File: src/rtl/lcdr_pkg.sv
// Shared constants for the LCD register block: register offsets and the
// read and write masks whose bit positions software relies on.
package lcdr_pkg;
    localparam int unsigned WORD_W     = 32;
    localparam int unsigned OFF_CTRL   = 'h00;
    localparam int unsigned OFF_TIM0   = 'h04;
    localparam int unsigned OFF_TIM1   = 'h08;
    localparam int unsigned OFF_TIM2   = 'h0C;
    localparam int unsigned OFF_STAT   = 'h10;
    localparam int unsigned OFF_SUB    = 'h14;
    localparam logic [31:0] CTRL_KEEP  = 32'h01CF_F300;
    localparam logic [31:0] CTRL_ONES  = 32'hFE00_0C34;
    localparam logic [31:0] TIM0_ONES  = 32'h0000_000F;
    localparam logic [31:0] TIM2_ONES  = 32'hFC00_0000;
    localparam logic [31:0] SUB_KEEP   = 32'hA1FF_FFFF;
    localparam int unsigned PLM_LSB    = 20;
    localparam logic [1:0]  PLM_NOLOAD = 2'd1;
endpackage

File: src/rtl/lcdr_cfg.sv
// Configuration storage. Captures the control, timing and subpanel
// writes and decodes their fields. It also reports the enable
// transitions that a control write causes.
// Assumes: the write strobes are one-hot and already qualified by the
// access strobe.
module lcdr_cfg
    import lcdr_pkg::*;
#(
    parameter int unsigned DIM_W = 10
) (
    input  logic                 clk,
    input  logic                 rst_n,
    input  logic                 wr_ctrl,
    input  logic                 wr_tim0,
    input  logic                 wr_tim1,
    input  logic                 wr_tim2,
    input  logic                 wr_sub,
    input  logic [WORD_W-1:0]    wdata,
    output logic                 en_q,
    output logic                 mono_q,
    output logic                 tft_q,
    output logic [1:0]           plm_q,
    output logic [1:0]           ie_q,
    output logic [WORD_W-1:0]    opaque_q,
    output logic [WORD_W-DIM_W-1:0] tim0_q,
    output logic [WORD_W-DIM_W-1:0] tim1_q,
    output logic [WORD_W-1:0]    tim2_q,
    output logic [WORD_W-1:0]    sub_q,
    output logic [DIM_W:0]       width_q,
    output logic [DIM_W:0]       height_q,
    output logic                 en_rise,
    output logic                 en_fall
);
    localparam int unsigned TF_W = WORD_W - DIM_W;

    // Enable transitions caused by the control write in this cycle.
    always_comb begin
        en_rise = wr_ctrl &&  wdata[0] && !en_q;
        en_fall = wr_ctrl && !wdata[0] &&  en_q;
    end

    // Control word capture.
    always_ff @(posedge clk) begin
        if (!rst_n) begin
            en_q     <= 1'b0;
            mono_q   <= 1'b0;
            tft_q    <= 1'b0;
            plm_q    <= 2'd0;
            ie_q     <= 2'd0;
            opaque_q <= '0;
        end else if (wr_ctrl) begin
            en_q     <= wdata[0];
            mono_q   <= wdata[1];
            ie_q     <= wdata[4:3];
            tft_q    <= wdata[7];
            plm_q    <= wdata[PLM_LSB +: 2];
            opaque_q <= wdata & CTRL_KEEP;
        end
    end

    // Timing words and panel dimensions.
    always_ff @(posedge clk) begin
        if (!rst_n) begin
            tim0_q   <= '0;
            tim1_q   <= '0;
            tim2_q   <= '0;
            width_q  <= '0;
            height_q <= '0;
        end else begin
            if (wr_tim0) begin
                tim0_q  <= wdata[WORD_W-1:DIM_W];
                width_q <= {1'b0, wdata[DIM_W-1:0]} + 1'b1;
            end
            if (wr_tim1) begin
                tim1_q   <= wdata[WORD_W-1:DIM_W];
                height_q <= {1'b0, wdata[DIM_W-1:0]} + 1'b1;
            end
            if (wr_tim2) begin
                tim2_q <= wdata;
            end
        end
    end

    // Subpanel word capture.
    always_ff @(posedge clk) begin
        if (!rst_n) sub_q <= '0;
        else if (wr_sub) sub_q <= wdata & SUB_KEEP;
    end

    AST_WIDTH_SET: assert property (@(posedge clk) disable iff (!rst_n)
        wr_tim0 |=> width_q == ({1'b0, $past(wdata[DIM_W-1:0])} + 1'b1));
    AST_EDGE_EXCL: assert property (@(posedge clk) disable iff (!rst_n)
        en_rise |=> en_q);

    logic unused_tf;
    assign unused_tf = ^TF_W;
endmodule

File: src/rtl/lcdr_stat.sv
// Status flags and interrupt. Keeps the sticky frame-done,
// palette-loaded and sync-error flags and drives the level interrupt.
// Assumes: the events are one-cycle pulses. Enable transitions override
// events that arrive in the same cycle.
module lcdr_stat
    import lcdr_pkg::*;
(
    input  logic       clk,
    input  logic       rst_n,
    input  logic       ev_palette,
    input  logic       ev_frame,
    input  logic       ev_sync,
    input  logic       en_rise,
    input  logic       en_fall,
    input  logic [1:0] new_mode,
    input  logic [1:0] ie,
    output logic       frame_q,
    output logic       pal_q,
    output logic       sync_q,
    output logic       irq
);
    logic frame_n, pal_n, sync_n;

    // Next flag values: events set the flags, then enable transitions override.
    always_comb begin
        frame_n = frame_q | ev_frame;
        pal_n   = pal_q   | ev_palette;
        sync_n  = sync_q  | ev_sync;
        if (en_rise) begin
            frame_n = 1'b0;
            pal_n   = 1'b0;
        end
        if (en_fall) begin
            sync_n = 1'b0;
            if (new_mode != PLM_NOLOAD) frame_n = 1'b1;
        end
    end

    // Flag registers.
    always_ff @(posedge clk) begin
        if (!rst_n) begin
            frame_q <= 1'b0;
            pal_q   <= 1'b0;
            sync_q  <= 1'b0;
        end else begin
            frame_q <= frame_n;
            pal_q   <= pal_n;
            sync_q  <= sync_n;
        end
    end

    // Level interrupt.
    always_comb irq = (frame_q & ie[0]) | (pal_q & ie[1]) | sync_q;

    AST_FALL_CLR: assert property (@(posedge clk) disable iff (!rst_n)
        en_fall |=> !sync_q);
    AST_FALL_DONE: assert property (@(posedge clk) disable iff (!rst_n)
        en_fall && new_mode != PLM_NOLOAD |=> frame_q);
    AST_RISE_CLR: assert property (@(posedge clk) disable iff (!rst_n)
        en_rise |=> !frame_q && !pal_q);
    AST_SYNC_IRQ: assert property (@(posedge clk) disable iff (!rst_n)
        ev_sync && !en_fall |=> irq);
    AST_FLAG_HOLD: assert property (@(posedge clk) disable iff (!rst_n)
        frame_q && !en_rise |=> frame_q);
endmodule

File: src/rtl/lcdr_regs.sv
// LCD register block top. Decodes the byte offset, routes writes to
// the configuration and status submodules, builds the read word and
// flags unmapped accesses.
// Assumes: at most one access per cycle, with reads combinational from
// the offset.
module lcdr_regs
    import lcdr_pkg::*;
#(
    parameter int unsigned ADDR_W = 8,
    parameter int unsigned DIM_W  = 10
) (
    input  logic               clk,
    input  logic               rst_n,
    input  logic               bus_valid,
    input  logic               bus_wr,
    input  logic [ADDR_W-1:0]  bus_addr,
    input  logic [WORD_W-1:0]  bus_wdata,
    output logic [WORD_W-1:0]  bus_rdata,
    output logic               bus_err,
    input  logic               ev_palette,
    input  logic               ev_frame,
    input  logic               ev_sync,
    output logic               irq,
    output logic               cfg_enable,
    output logic               cfg_mono,
    output logic               cfg_tft,
    output logic [1:0]         cfg_plmode,
    output logic [DIM_W:0]     cfg_width,
    output logic [DIM_W:0]     cfg_height
);
    localparam int unsigned TF_W = WORD_W - DIM_W;

    logic hit_ctrl, hit_tim0, hit_tim1, hit_tim2, hit_stat, hit_sub, hit_any;
    logic wr_en;
    logic [1:0]           ie_q;
    logic [WORD_W-1:0]    opaque_q, tim2_q, sub_q;
    logic [TF_W-1:0]      tim0_q, tim1_q;
    logic [DIM_W:0]       width_m1, height_m1;
    logic                 en_rise, en_fall;
    logic                 frame_q, pal_q, sync_q;

    // Offset decode.
    always_comb begin
        hit_ctrl = bus_addr == ADDR_W'(OFF_CTRL);
        hit_tim0 = bus_addr == ADDR_W'(OFF_TIM0);
        hit_tim1 = bus_addr == ADDR_W'(OFF_TIM1);
        hit_tim2 = bus_addr == ADDR_W'(OFF_TIM2);
        hit_stat = bus_addr == ADDR_W'(OFF_STAT);
        hit_sub  = bus_addr == ADDR_W'(OFF_SUB);
        hit_any  = hit_ctrl | hit_tim0 | hit_tim1 | hit_tim2 | hit_stat | hit_sub;
        wr_en    = bus_valid & bus_wr;
    end

    lcdr_cfg #(.DIM_W(DIM_W)) i_cfg (
        .clk      (clk),
        .rst_n    (rst_n),
        .wr_ctrl  (wr_en & hit_ctrl),
        .wr_tim0  (wr_en & hit_tim0),
        .wr_tim1  (wr_en & hit_tim1),
        .wr_tim2  (wr_en & hit_tim2),
        .wr_sub   (wr_en & hit_sub),
        .wdata    (bus_wdata),
        .en_q     (cfg_enable),
        .mono_q   (cfg_mono),
        .tft_q    (cfg_tft),
        .plm_q    (cfg_plmode),
        .ie_q     (ie_q),
        .opaque_q (opaque_q),
        .tim0_q   (tim0_q),
        .tim1_q   (tim1_q),
        .tim2_q   (tim2_q),
        .sub_q    (sub_q),
        .width_q  (cfg_width),
        .height_q (cfg_height),
        .en_rise  (en_rise),
        .en_fall  (en_fall)
    );

    lcdr_stat i_stat (
        .clk        (clk),
        .rst_n      (rst_n),
        .ev_palette (ev_palette),
        .ev_frame   (ev_frame),
        .ev_sync    (ev_sync),
        .en_rise    (en_rise),
        .en_fall    (en_fall),
        .new_mode   (bus_wdata[PLM_LSB +: 2]),
        .ie         (ie_q),
        .frame_q    (frame_q),
        .pal_q      (pal_q),
        .sync_q     (sync_q),
        .irq        (irq)
    );

    // Read word assembly.
    always_comb begin
        width_m1  = cfg_width  - 1'b1;
        height_m1 = cfg_height - 1'b1;
        bus_rdata = '0;
        if (hit_ctrl)
            bus_rdata = opaque_q | CTRL_ONES |
                        {8'b0, cfg_tft, 1'b0, cfg_plmode, 12'b0,
                         cfg_tft, 2'b0, ie_q, 1'b0, cfg_mono, cfg_enable};
        if (hit_tim0)
            bus_rdata = {tim0_q, width_m1[DIM_W-1:0]} | TIM0_ONES;
        if (hit_tim1)
            bus_rdata = {tim1_q, height_m1[DIM_W-1:0]};
        if (hit_tim2)
            bus_rdata = tim2_q | TIM2_ONES;
        if (hit_stat)
            bus_rdata = {25'b0, pal_q, 3'b0, sync_q, 1'b0, frame_q};
        if (hit_sub)
            bus_rdata = sub_q;
    end

    // Unmapped access pulse.
    always_ff @(posedge clk) begin
        if (!rst_n) bus_err <= 1'b0;
        else        bus_err <= bus_valid & ~hit_any;
    end

    AST_ERR_NEEDS_ACCESS: assert property (@(posedge clk) disable iff (!rst_n)
        bus_err |-> $past(bus_valid));
    AST_STAT_WR_NOP: assert property (@(posedge clk) disable iff (!rst_n)
        wr_en && hit_stat && !ev_frame && !ev_palette && !ev_sync
        |=> $stable({frame_q, pal_q, sync_q}));
endmodule

File: config.mk
export PLATFORM = sky130hd
export DESIGN_NAME = lcdr_regs
export DESIGN_NICKNAME = d
export VERILOG_FILES = /design/src/rtl/lcdr_pkg.sv /design/src/rtl/lcdr_cfg.sv /design/src/rtl/lcdr_stat.sv /design/src/rtl/lcdr_regs.sv
export SDC_FILE = /design/constraint.sdc
export NUM_CORES = 1
export LEC_CHECK = 0
export ABC_CLOCK_PERIOD_IN_PS = 2500
export CAP_MARGIN = 40
export CORE_ASPECT_RATIO = 0.7
export CORE_UTILIZATION = 49
export DETAILED_ROUTE_END_ITERATION = 7
export PLACE_DENSITY = 0.8
export REMOVE_ABC_BUFFERS = 1
export SYNTH_ARGS = -nofsm -noshare
export SYNTH_HDL_FRONTEND = slang
export SYNTH_SLANG_ARGS = --single-unit
File: constraint.sdc
create_clock -name clk -period 2.5 [get_ports clk]
set_input_delay 0.625 -clock clk [delete_from_list [all_inputs] [get_ports clk]]
set_output_delay 0.625 -clock clk [all_outputs]
set_load 0.05 [all_outputs]
==> results of run 1 <==
==> kinds of logic after synthesis <==
logic type	share of synthesized area, %
buffers and inverters	4.63
AOI/OAI and AO/OA	22.9
muxes	5.38
adders and majority gates	0.367
xor gates and xnor gates	2.19
DFF	42.0
and+or+nand+nor	22.5
==> layout by cell type (no fill, tap or decap), drive strengths merged, types with 2 or more instances in the layout <==
| cell | n |
|---|---|
| a21boi | 120 |
| nor4 | 7 |
| ha | 2 |
| a21oi | 5 |
| o22ai | 12 |
| nand4 | 4 |
| nor3 | 9 |
| mux4 | 13 |
| o31ai | 2 |
| clkinv | 7 |
| nand3 | 5 |
| buf | 158 |
| and2 | 6 |
| a22oi | 3 |
| or3 | 2 |
| or2 | 2 |
| nand2 | 278 |
| xnor2 | 9 |
| nand2b | 6 |
| nor2b | 5 |
| inv | 6 |
| a31oi | 4 |
| or4 | 4 |
| o21ai | 16 |
| o32a | 2 |
| xor2 | 8 |
| clkbuf | 19 |
| o32ai | 3 |
| nor2 | 22 |
| clkdlybuf4s50 | 66 |
| mux2 | 3 |
| mux2i | 4 |
| a22o | 14 |
| dfxtp | 143 |
| a311oi | 3 |
| o211a | 16 |
| bufinv | 5 |
==> flip-flops by register name (all words and copies together) (netlist names), 2 cells and up <==
| signal | flops |
|---|---|
| i_cfg.sub_q | 27 |
| i_cfg.tim2_q | 26 |
| i_cfg.tim0_q | 22 |
| i_cfg.tim1_q | 22 |
| i_cfg.opaque_q | 13 |
| i_cfg.height_q | 11 |
| i_cfg.width_q | 11 |
| i_cfg.ie_q | 2 |
| i_cfg.plm_q | 2 |
==> per-stage QoR <==
step	total power, mW	cells	utilization, %	hold WS (ns)	setup WS [ns]
CTS	5.54	1190	76.2	0.453	-0.478
finish	5.55	1191	77.1	0.453	-0.501
global placement	2.73	1145	67.8	0.433	-0.679
floorplan	2.46	749	-	0.425	-0.995
detailed placement	2.74	1145	67.8	0.445	-0.724
global route	5.67	1191	77.1	0.466	-0.572
==> metal layers <==
layer,track usage [%],wire (µm),up-vias
met5,0,0,-
met4,14.3,808,0
met3,7.74,2360,73
met2,52.5,10800,443
met1,41.8,9220,3320
li1,-,-,3157
==> how the worst max path moves through the flow <==
| stage | cells after the start | to |
|---|---|---|
| after global routing | 7 | bus_rdata[9] |
| after global placement | 8 | bus_rdata[8] |
| after detailed placement | 8 | bus_rdata[8] |
| final | 9 | bus_rdata[6] |
| after CTS | 9 | bus_rdata[8] |
| after floorplan | 5 | bus_rdata[9] |
==> timing repair <==
action,in CTS,in global routing
pin swaps,36,9
setup buffers,12,3
resized for setup,113,25
cloned,1,0
endpoints found under the setup margin,52,52
==> power breakdown <==
part	switching [mW]	internal, mW	leakage (nW)	total (mW)
clock network	1.02	1.80	0.318	2.83
logic	0.227	0.211	2.64	0.439
registers	0.00611	2.28	1.15	2.29
==> layout make-up <==
cell class | count | area, µm² | share of cell area [%]
multi-input cells | 600 | 4040 | 39.2
repair buffers | 225 | 2480 | 24.1
flip-flops and latches | 143 | 2870 | 27.9
well taps | 185 | 231 | 2.25
inverters | 6 | 22.5 | 0.219
clock buffers | 19 | 443 | 4.30
clock inverters | 13 | 211 | 2.05
==> critical path, stage by stage, from the launching register on <==
cell and delay [ns]:
dfxtp_2 0.34, inv_2 0.07, ha_4 0.13, or4b_4 0.49
nor2_1 0.18, xor2_1 0.19, a21oi_1 0.10, o22ai_1 0.17
buf_4 0.15, buf_12 0.13
==> key figures, run 1 <==
Run status
  • Status: complete, but fails checks
  • Failing checks: design-rule violations, negative setup slack

Logic synthesis
  • Area contributors post-synth: dfxtp_1 (42%), nand2_1 (15%), a21boi_1 (10%)
  • Synth warn: 0
  • Number of synthesized flops with an enable pin: 0
  • Seq cells post-synth: approximately 140
  • Syn Inst Count: 811
  • Post-synthesis sequential area ratio: a little over two fifths
  • Largest area contributor in the netlist: dfxtp_1
  • Asr flop ratio synth: 0%
  • Synth cell count leaders: nand2_1 (277), dfxtp_1 (143), a21boi_1 (95)
  • Post-Syn Area per Cell: between 8 and 9 µm²
  • Top cell type's share of synthesized area: ~42%
  • Ys flop type: dfxtp_1
  • Synth unique cells: 57
  • Mapped Area: 6810 µm²
  • Most frequent cell after synthesis: nand2_1

Worst hold path
  • Worst Hold Path EP: i_cfg.opaque_q[16]
  • Hold_sp: i_cfg.opaque_q[16]
  • Worst min path class: reg -> reg
  • Worst Hold Depth: 2

Pwr
  • Pwr per Cell Area: 539 nW/µm²
  • Pleak: between 4 and 5 nW
  • Worst VDD drop: 0.419 mV

CTS
  • # H-tree levels: 4
  • Cts bufs inserted: 17
  • Clock slew at reported path FFs: 0.06 ns
  • Num Clock Sinks: 143
  • Worst-Skew Late Latency: ~0.42 ns
  • CTS Buffer Depth: 2
  • Root buffer cell: clkbuf_16
  • TritonCTS clock tree: done
  • Hold_buf cts: 0

Layout
  • Share of cells above drive strength 1: between 20% and 30%
  • # fillers: about 800
  • # nets final: about 1000
  • Number of diodes: 0
  • Post-route cell area: approximately 10000 µm²
  • P&R area growth vs syn: 51.3%

Setup path
  • Worst EP arrival: between 2 and 2.5 ns
  • Setup crit end kind: primary output
  • Worst r2r src: i_cfg.height_q[0]
  • Critical path class: reg -> out
  • Critical Path Fanout Max: 4
  • R2r worst-path depth: 5
  • CP startpoint: i_cfg.height_q[1]
  • R2R Path End: i_cfg.height_q[0]
  • CP startpoint kind: register
  • Worst endpoint required time: ~1.9 ns
  • Reg2reg setup slack: about 1.5 ns

Floorplan
  • Area of the core: ~13000 µm²
  • Rows: 35
  • Die area: around 14000 µm²
  • Die height: 101 µm
  • Effective utilization at floorplan: between 50% and 60%
  • Die width: about 140 µm
  • # IOs: 108

Place
  • Port bufs: ~110
  • Final HPWL DP: between 10 and 15 mm
  • GP Congestion: ~0.87
  • Placed cell area: roughly 9100 µm²

STA
  • Fin crit share: 120%
  • TNS Setup: -5.61 ns
  • Fmax: 333 MHz
  • Final Slew Violations: 0
  • Post-route setup slack: -0.501 ns
  • Tightest Pin Transition: about 0.57 ns
  • Relative max-transition margin: 61.7%
  • Max Clock Skew: around 0.0026 ns
  • Period minus WS final: ~3.0 ns
  • Unrepaired setup endpoints after global routing: true
  • Hold Fails Final Rpt: 0
  • Setup violations, final: 32

Detailed routing
  • Routed len/inst: ~19 µm
  • Pre-antenna DRT Iters: 8
  • Initial drt markers: roughly 760
  • DR vias/cell: 5.87
  • Routed Antenna Nets: 0
  • WL final: around 23 mm
  • Drt drc: 2
  • Vias: between 6000 and 7000

Flow run
  • Max-Cap Viols: 0

Global routing
  • Vias in the first global route: approximately 6700
  • GR Util All Layers: between 30% and 40%
  • First-pass GRT wire length: 35.5 mm
  • Number of antenna violations at the first check in global routing: 0
  • GRT overflow: 0
  • Largest net degree at the start of global routing: 64
No activity file was read; power rests on OpenSTA's default activity.
==> run 2, diff against run 1 <==
- CTS_CLUSTER_SIZE: unset -> 28
- PLACE_DENSITY: 0.8 -> 0.77
==> run 2 against run 1 <==
Effect of this change:
- the run ends with negative setup slack left
- critical path depth down 2
- clock power down 6%
- power is 2.7% lower
- worst hold slack lost 0.0032 ns
- via count decreased by 1.5%
- cell area rose by 0.83%
- sequential share of layout area is 0.23 points lower
- clock skew shrank 0.0018 ns
- first-iteration DRC count decreased by 14%
- largest cell class unchanged
- highest routed layer unchanged
==> key figures, run 2 (same netlist as run 1, synthesis figures left out) <==
Run status
  • Status: complete, but fails checks
  • Failing checks: negative setup slack

Pwr
  • Pleak: 4.12 nW (+0.19%)
  • Switch Pwr: 1.31 mW (+4.0%)
  • Combinational power share: 8.5% (+0.6 points)
  • Worst VDD drop: 0.567 mV (+35%)
  • Power Internal: 4.10 mW (-4.7%)
  • Clock Power Share: 49.1% (-1.8 points)
  • Pwr per Cell Area: 520 nW/µm² (-3.5%)
  • Switching portion of total power: 24.2% (+1.6 points)
  • Seq pwr share: 42.4% (+1.2 points)

Global routing
  • Number of antenna violations at the first check in global routing: 0 (unchanged)
  • GRT overflow: 0 (unchanged)
  • Largest net degree at the start of global routing: 77 (+20%)
  • GR Util All Layers: 31.1% (-1.6 points)
  • First-pass GRT wire length: 33.9 mm (-4.3%)
  • Vias in the first global route: 6553 (-1.6%)

Place
  • Final HPWL DP: 13.9 mm (-1.0%)
  • Placed cell area: 9100 µm² (+0.41%)
  • Cells after DPL: 1150 (+0.44%)
  • GP Congestion: 0.885 (+2.1%)
  • Port bufs: 107 (unchanged)
  • Worst slack, placed: -0.695 ns (+0.0289 ns)

Layout
  • Share of cells above drive strength 1: 28.0% (+0.93 points)
  • P&R area growth vs syn: 52.5%
  • Biggest register: i_cfg.sub_q
  • # fillers: 826 (+0.98%)
  • Most common cell after layout, fill and taps aside: nand2_1
  • Final core occ: 77.8% (+0.64 points)
  • # nets final: 1048 (+0.58%)
  • Leading cell types in the layout, fill and taps excluded: nand2_1 (270), dfxtp_1 (139), a21boi_1 (94)
  • Number of diodes: 0 (unchanged)
  • Max reg flops: 27 (unchanged)
  • Multi-input logic area: 4080 µm² (+0.84%)
  • Top Registers: i_cfg.sub_q: 27 flops, i_cfg.tim2_q: 26 flops
  • Post-route cell area: 10400 µm² (+0.83%)
  • Non-filler cells, final: 1197 (+0.50%)
  • Register area: 2870 µm² (unchanged)

Setup path
  • Critical Path Fanout Max: 3 (-1)
  • Buf/Inv on CP: 2 (-1)
  • CP startpoint kind: register
  • Crit path cell chain: or4_4, nor4_4, xor2_1, a21boi_2, o32ai_4, buf_6, buf_12
  • Setup crit end kind: primary output
  • Critical path class: reg -> out
  • Crit-path leading delay family: simple AND/OR/NAND/NOR gates
  • Worst EP arrival: 2.42 ns (+0.04 ns)
  • Worst endpoint required time: 1.88 ns (about the same)
  • Max incr delay on CP: 0.57 ns (+0.08 ns)
  • CP max-delay cell: or4_4

CTS
  • Clock slew at reported path FFs: 0.06 ns (about the same)
  • Worst-Skew Late Latency: 0.42 ns (about the same)
  • # H-tree levels: 4 (unchanged)
  • Cts bufs inserted: 17 (unchanged)
  • Root buffer cell: clkbuf_16
  • Num Clock Sinks: 143 (unchanged)
  • Hold_buf cts: 0 (unchanged)
  • CTS Buffer Depth: 2 (unchanged)
  • TritonCTS clock tree: done

Detailed routing
  • Initial drt markers: 651 (-14%)
  • Drt drc: 0 (-2)
  • Vias: 6890 (-1.5%)
  • Pre-antenna DRT Iters: 5 (-3)
  • Routed Antenna Nets: 0 (unchanged)
  • DR vias/cell: 5.76 (-2.0%)
  • Routed len/inst: 19.0 µm (-2.4%)
  • WL final: 22.7 mm (-1.9%)

STA
  • Period minus WS final: 3.04 ns (+0.0419 ns)
  • Tightest Pin Transition: 0.539 ns (-0.0335 ns)
  • Post-route setup slack: -0.543 ns (-0.0419 ns)
  • Relative max-transition margin: 64.0% (+2.2 points)
  • Setup violations, final: 27 (-16%)
  • Final Slew Violations: 0 (unchanged)
  • Max Clock Skew: 0.000748 ns (-0.00184 ns)
  • Hold Fails Final Rpt: 0 (unchanged)
  • Unrepaired setup endpoints after global routing: true
  • Fin crit share: 122% (+1.7 points)
  • Fmax: 329 MHz (-1.4%)

Floorplan
  • # IOs: 108 (unchanged)
  • Rows: 35 (unchanged)
  • Die width: 143 µm (unchanged)
  • Die height: 101 µm (unchanged)
  • Area of the core: 13400 µm² (unchanged)
  • Die area: 14400 µm² (unchanged)
  • Effective utilization at floorplan: 51.0% (unchanged)

Worst hold path
  • Worst min path class: reg -> reg

Flow run
  • Max-Cap Viols: 0 (unchanged)
## run 2: per-layer routing
layer,vias to the layer above,track usage (%),part of all wire (%),routed length (µm)
met3,53,8.65,9.3,2110
met2,382,47.8,46,10400
met4,0,10.8,2.5,566
li1,3176,-,-,-
met5,-,0,0,0
met1,3279,41.8,42,9640
## run 2: worst reg2reg max path: stages, from the launching register on
cell and delay (ns):
dfxtp_1 0.44, a311oi_1 0.14, a311oi_1 0.28
## run 2: timing repair
item,4_1_cts,5_1_grt
gates resized for setup,98,52
pin swaps,32,15
buffers inserted,3,14
endpoints found under the setup margin,54,33
## run 2: layout make-up
class | count | share of cell area (%)
multi-input cells | 600 | 39.2
flip-flops and latches | 143 | 27.6
repair buffers | 231 | 24.8
clock buffers | 17 | 4.10
well taps | 185 | 2.23
clock inverters | 15 | 1.78
inverters | 6 | 0.253
## run 2: power groups by stage
stage               clock network (mW)  registers, mW  logic [mW]
floorplan                            0           2.34       0.115
global placement                     0           2.34       0.395
detailed placement                   0           2.34       0.396
CTS                               2.65           2.29       0.420
global route                      2.77           2.29       0.481
finish                            2.65           2.29       0.460
## run 2: worst paths after layout
kind	from	endpoint	slack, ns	depth (start not counted)
worst max-delay path	i_cfg.height_q[2]	bus_rdata[9]	-0.54	7
worst min-delay path	i_cfg.opaque_q[17]	i_cfg.opaque_q[17]	0.45	2
worst max register to register	i_cfg.en_q	i_stat.frame_q	1.53	2
worst min register to register	i_cfg.opaque_q[17]	i_cfg.opaque_q[17]	0.45	2
## run 2: stage by stage
| step | total power, mW | hold slack (ns) | setup TNS [ns] |
|---|---|---|---|
| final | 5.40 | 0.450 | -6.12 |
| after detailed placement | 2.74 | 0.442 | -55.20 |
| after CTS | 5.36 | 0.451 | -4.91 |
| after global placement | 2.73 | 0.433 | -50.62 |
| after global routing | 5.54 | 0.467 | -6.98 |
| after floorplan | 2.46 | 0.425 | -30.73 |
==> run 3, diff against run 2 <==
- CORE_MARGIN: unset -> 2
==> run 3 against run 2 <==
Effect of this change:
- non-clock buffer count decreased by 8
- clock skew increased by 0.0036 ns
- sequential share of layout area increased by 0.46 points
- the flow still finishes with violations (negative setup slack)
- die area increased by 3.4%
- critical path type unchanged
- global-route usage decreased by 0.57 points
- wire length increased by 0.48%
- worst hold slack improved by 0.0029 ns
- sequential power about the same
==> key figures, run 3 (same netlist as run 1, synthesis figures left out) <==
Run status
  • Status: complete, but fails checks
  • Failing checks: negative setup slack

CTS
  • # H-tree levels: 4 (unchanged)
  • Num Clock Sinks: 143 (unchanged)
  • Worst-Skew Late Latency: 0.42 ns (about the same)
  • Root buffer cell: clkbuf_16
  • Clock slew at reported path FFs: 0.06 ns (about the same)
  • Cts bufs inserted: 17 (unchanged)
  • TritonCTS clock tree: done
  • CTS Buffer Depth: 2 (unchanged)

STA
  • Fmax: 329 MHz (+0.17%)
  • Relative max-transition margin: 64.3% (+0.39 points)
  • Tightest Pin Transition: 0.533 ns (-0.00583 ns)
  • Post-route setup slack: -0.537 ns (+0.00519 ns)
  • Unrepaired setup endpoints after global routing: true
  • Setup violations, final: 27 (unchanged)
  • Fin crit share: 121% (-0.21 points)
  • TNS Setup: -4.87 ns (+1.25 ns)
  • Max Clock Skew: 0.00440 ns (+0.00365 ns)
  • Period minus WS final: 3.04 ns (-0.00519 ns)
  • Hold Fails Final Rpt: 0 (unchanged)
  • Final Slew Violations: 0 (unchanged)
  • Fin Hold WS: 0.453 ns (+0.00294 ns)

Pwr
  • Seq pwr share: 45.0% (+2.6 points)
  • Clock Power Share: 46.3% (-2.8 points)
  • Power Internal: 3.87 mW (-5.5%)
  • Worst VDD drop: 0.495 mV (-13%)
  • Pwr per Cell Area: 498 nW/µm² (-4.2%)
  • Switch Pwr: 1.22 mW (-6.9%)
  • Pleak: 4.01 nW (-2.7%)
  • Switching portion of total power: 23.9% (-0.29 points)
  • Combinational power share: 8.7% (+0.2 points)

Floorplan
  • Effective utilization at floorplan: 51.0% (unchanged)
  • Rows: 35 (unchanged)
  • # IOs: 108 (unchanged)
  • Die height: 103 µm (+2.0%)
  • Area of the core: 13400 µm² (unchanged)
  • Die area: 14900 µm² (+3.4%)
  • Die width: 145 µm (+1.4%)

Global routing
  • First-pass GRT wire length: 35.5 mm (+4.6%)
  • Number of antenna violations at the first check in global routing: 0 (unchanged)
  • Vias in the first global route: 6676 (+1.9%)
  • GRT overflow: 0 (unchanged)
  • GR Util All Layers: 30.5% (-0.57 points)
  • Largest net degree at the start of global routing: 57 (-26%)

Detailed routing
  • Met3 WL: 2.54 mm (+21%)
  • Pre-antenna DRT Iters: 6 (+1)
  • Routed Antenna Nets: 0 (unchanged)
  • DR vias/cell: 5.82 (+1.1%)
  • WL final: 22.8 mm (+0.48%)
  • Met2 WL: 10.4 mm (+0.41%)
  • Met1 WL: 9.42 mm (-2.3%)
  • Initial drt markers: 534 (-18%)
  • Routed len/inst: 19.2 µm (+1.4%)
  • Vias: 6905 (+0.22%)
  • Top sig layer: met4
  • Drt drc: 0 (unchanged)

Layout
  • Biggest register: i_cfg.sub_q
  • Number of diodes: 0 (unchanged)
  • # fillers: 872 (+5.6%)
  • Top Registers: i_cfg.sub_q: 27 flops, i_cfg.tim2_q: 26 flops
  • Max reg flops: 27 (unchanged)
  • # nets final: 1040 (-0.76%)
  • P&R area growth vs syn: 49.9%
  • Multi-input logic area: 4020 µm² (-1.3%)
  • Final core occ: 76.4% (-1.3 points)
  • Register area: 2870 µm² (about the same)
  • Most common cell after layout, fill and taps aside: nand2_1
  • Leading cell types in the layout, fill and taps excluded: nand2_1 (270), dfxtp_1 (139), a21boi_1 (95)
  • Share of cells above drive strength 1: 26.5% (-1.5 points)

Setup path
  • Worst EP arrival: 2.41 ns (about the same)
  • CP startpoint kind: register
  • Critical Path Fanout Max: 2 (-1)
  • Critical path class: reg -> out
  • Setup crit end kind: primary output
  • Worst endpoint required time: 1.88 ns (about the same)

Place
  • GP Congestion: 0.933 (+5.5%)
  • Final HPWL DP: 14.4 mm (+3.1%)
  • Port bufs: 107 (unchanged)

Worst hold path
  • Worst min path class: reg -> reg

Flow run
  • Max-Cap Viols: 0 (unchanged)
## run 3: through the flow
| stage | cells | worst slack, ns | area [µm²] | power (mW) |
|---|---|---|---|---|
| final | 1186 | -0.537 | 10200 | 5.09 |
| after floorplan | 749 | -0.995 | 6520 | 2.46 |
| after global routing | 1186 | -0.545 | 10200 | 5.21 |
| after CTS | 1178 | -0.434 | 9910 | 5.08 |
| after global placement | 1141 | -0.630 | 9020 | 2.73 |
| after detailed placement | 1141 | -0.660 | 9020 | 2.73 |
## run 3: power groups by stage
stage                     sequential [mW]  combinational, mW  clock [mW]
after CTS                            2.29              0.417        2.37
after global placement               2.34              0.390           0
after global routing                 2.29              0.462        2.46
after detailed placement             2.34              0.391           0
final                                2.29              0.442        2.36
after floorplan                      2.34              0.115           0
## run 3: layer usage
metal | vias up | GRT usage [%]
met5 | - | 0
met1 | 3304 | 40.9
li1 | 3154 | -
met3 | 51 | 6.86
met2 | 396 | 49.5
met4 | 0 | 10.4
## run 3: worst max-delay path, cell delays in order, from the launching register on
cell      delay [ns]
dfxtp_2         0.32
or4_4           0.57
nor4_4          0.21
xor2_1          0.18
a21boi_1        0.10
o32ai_2         0.31
buf_4           0.18
buf_12          0.12
## run 3: final timing paths
check / from / to / slack, ns / depth (start not counted)
max: i_cfg.height_q[2] / bus_rdata[9] / -0.54 / 7
min: i_cfg.tim1_q[11] / i_cfg.tim1_q[11] / 0.45 / 2
max reg2reg: i_cfg.en_q / i_stat.frame_q / 1.59 / 2
min reg2reg: i_cfg.tim1_q[11] / i_cfg.tim1_q[11] / 0.45 / 2
## run 3: timing repair
item,in CTS,in global routing
hold buffers,0,0
setup endpoints to repair,52,33
gates cloned,3,1
resized for setup,86,56
buffers inserted,5,9
pin swaps,30,26
hold endpoints to repair,0,0
## run 3: area by class of cell
type                       instances  share of cell area [%]
timing repair buffer             223                    24.8
clock inverter                    10                   0.907
multi-input combinational        600                    39.4
inverter                           6                   0.221
sequential                       143                    28.1
tap                              185                    2.27
clock buffer                      19                    4.34
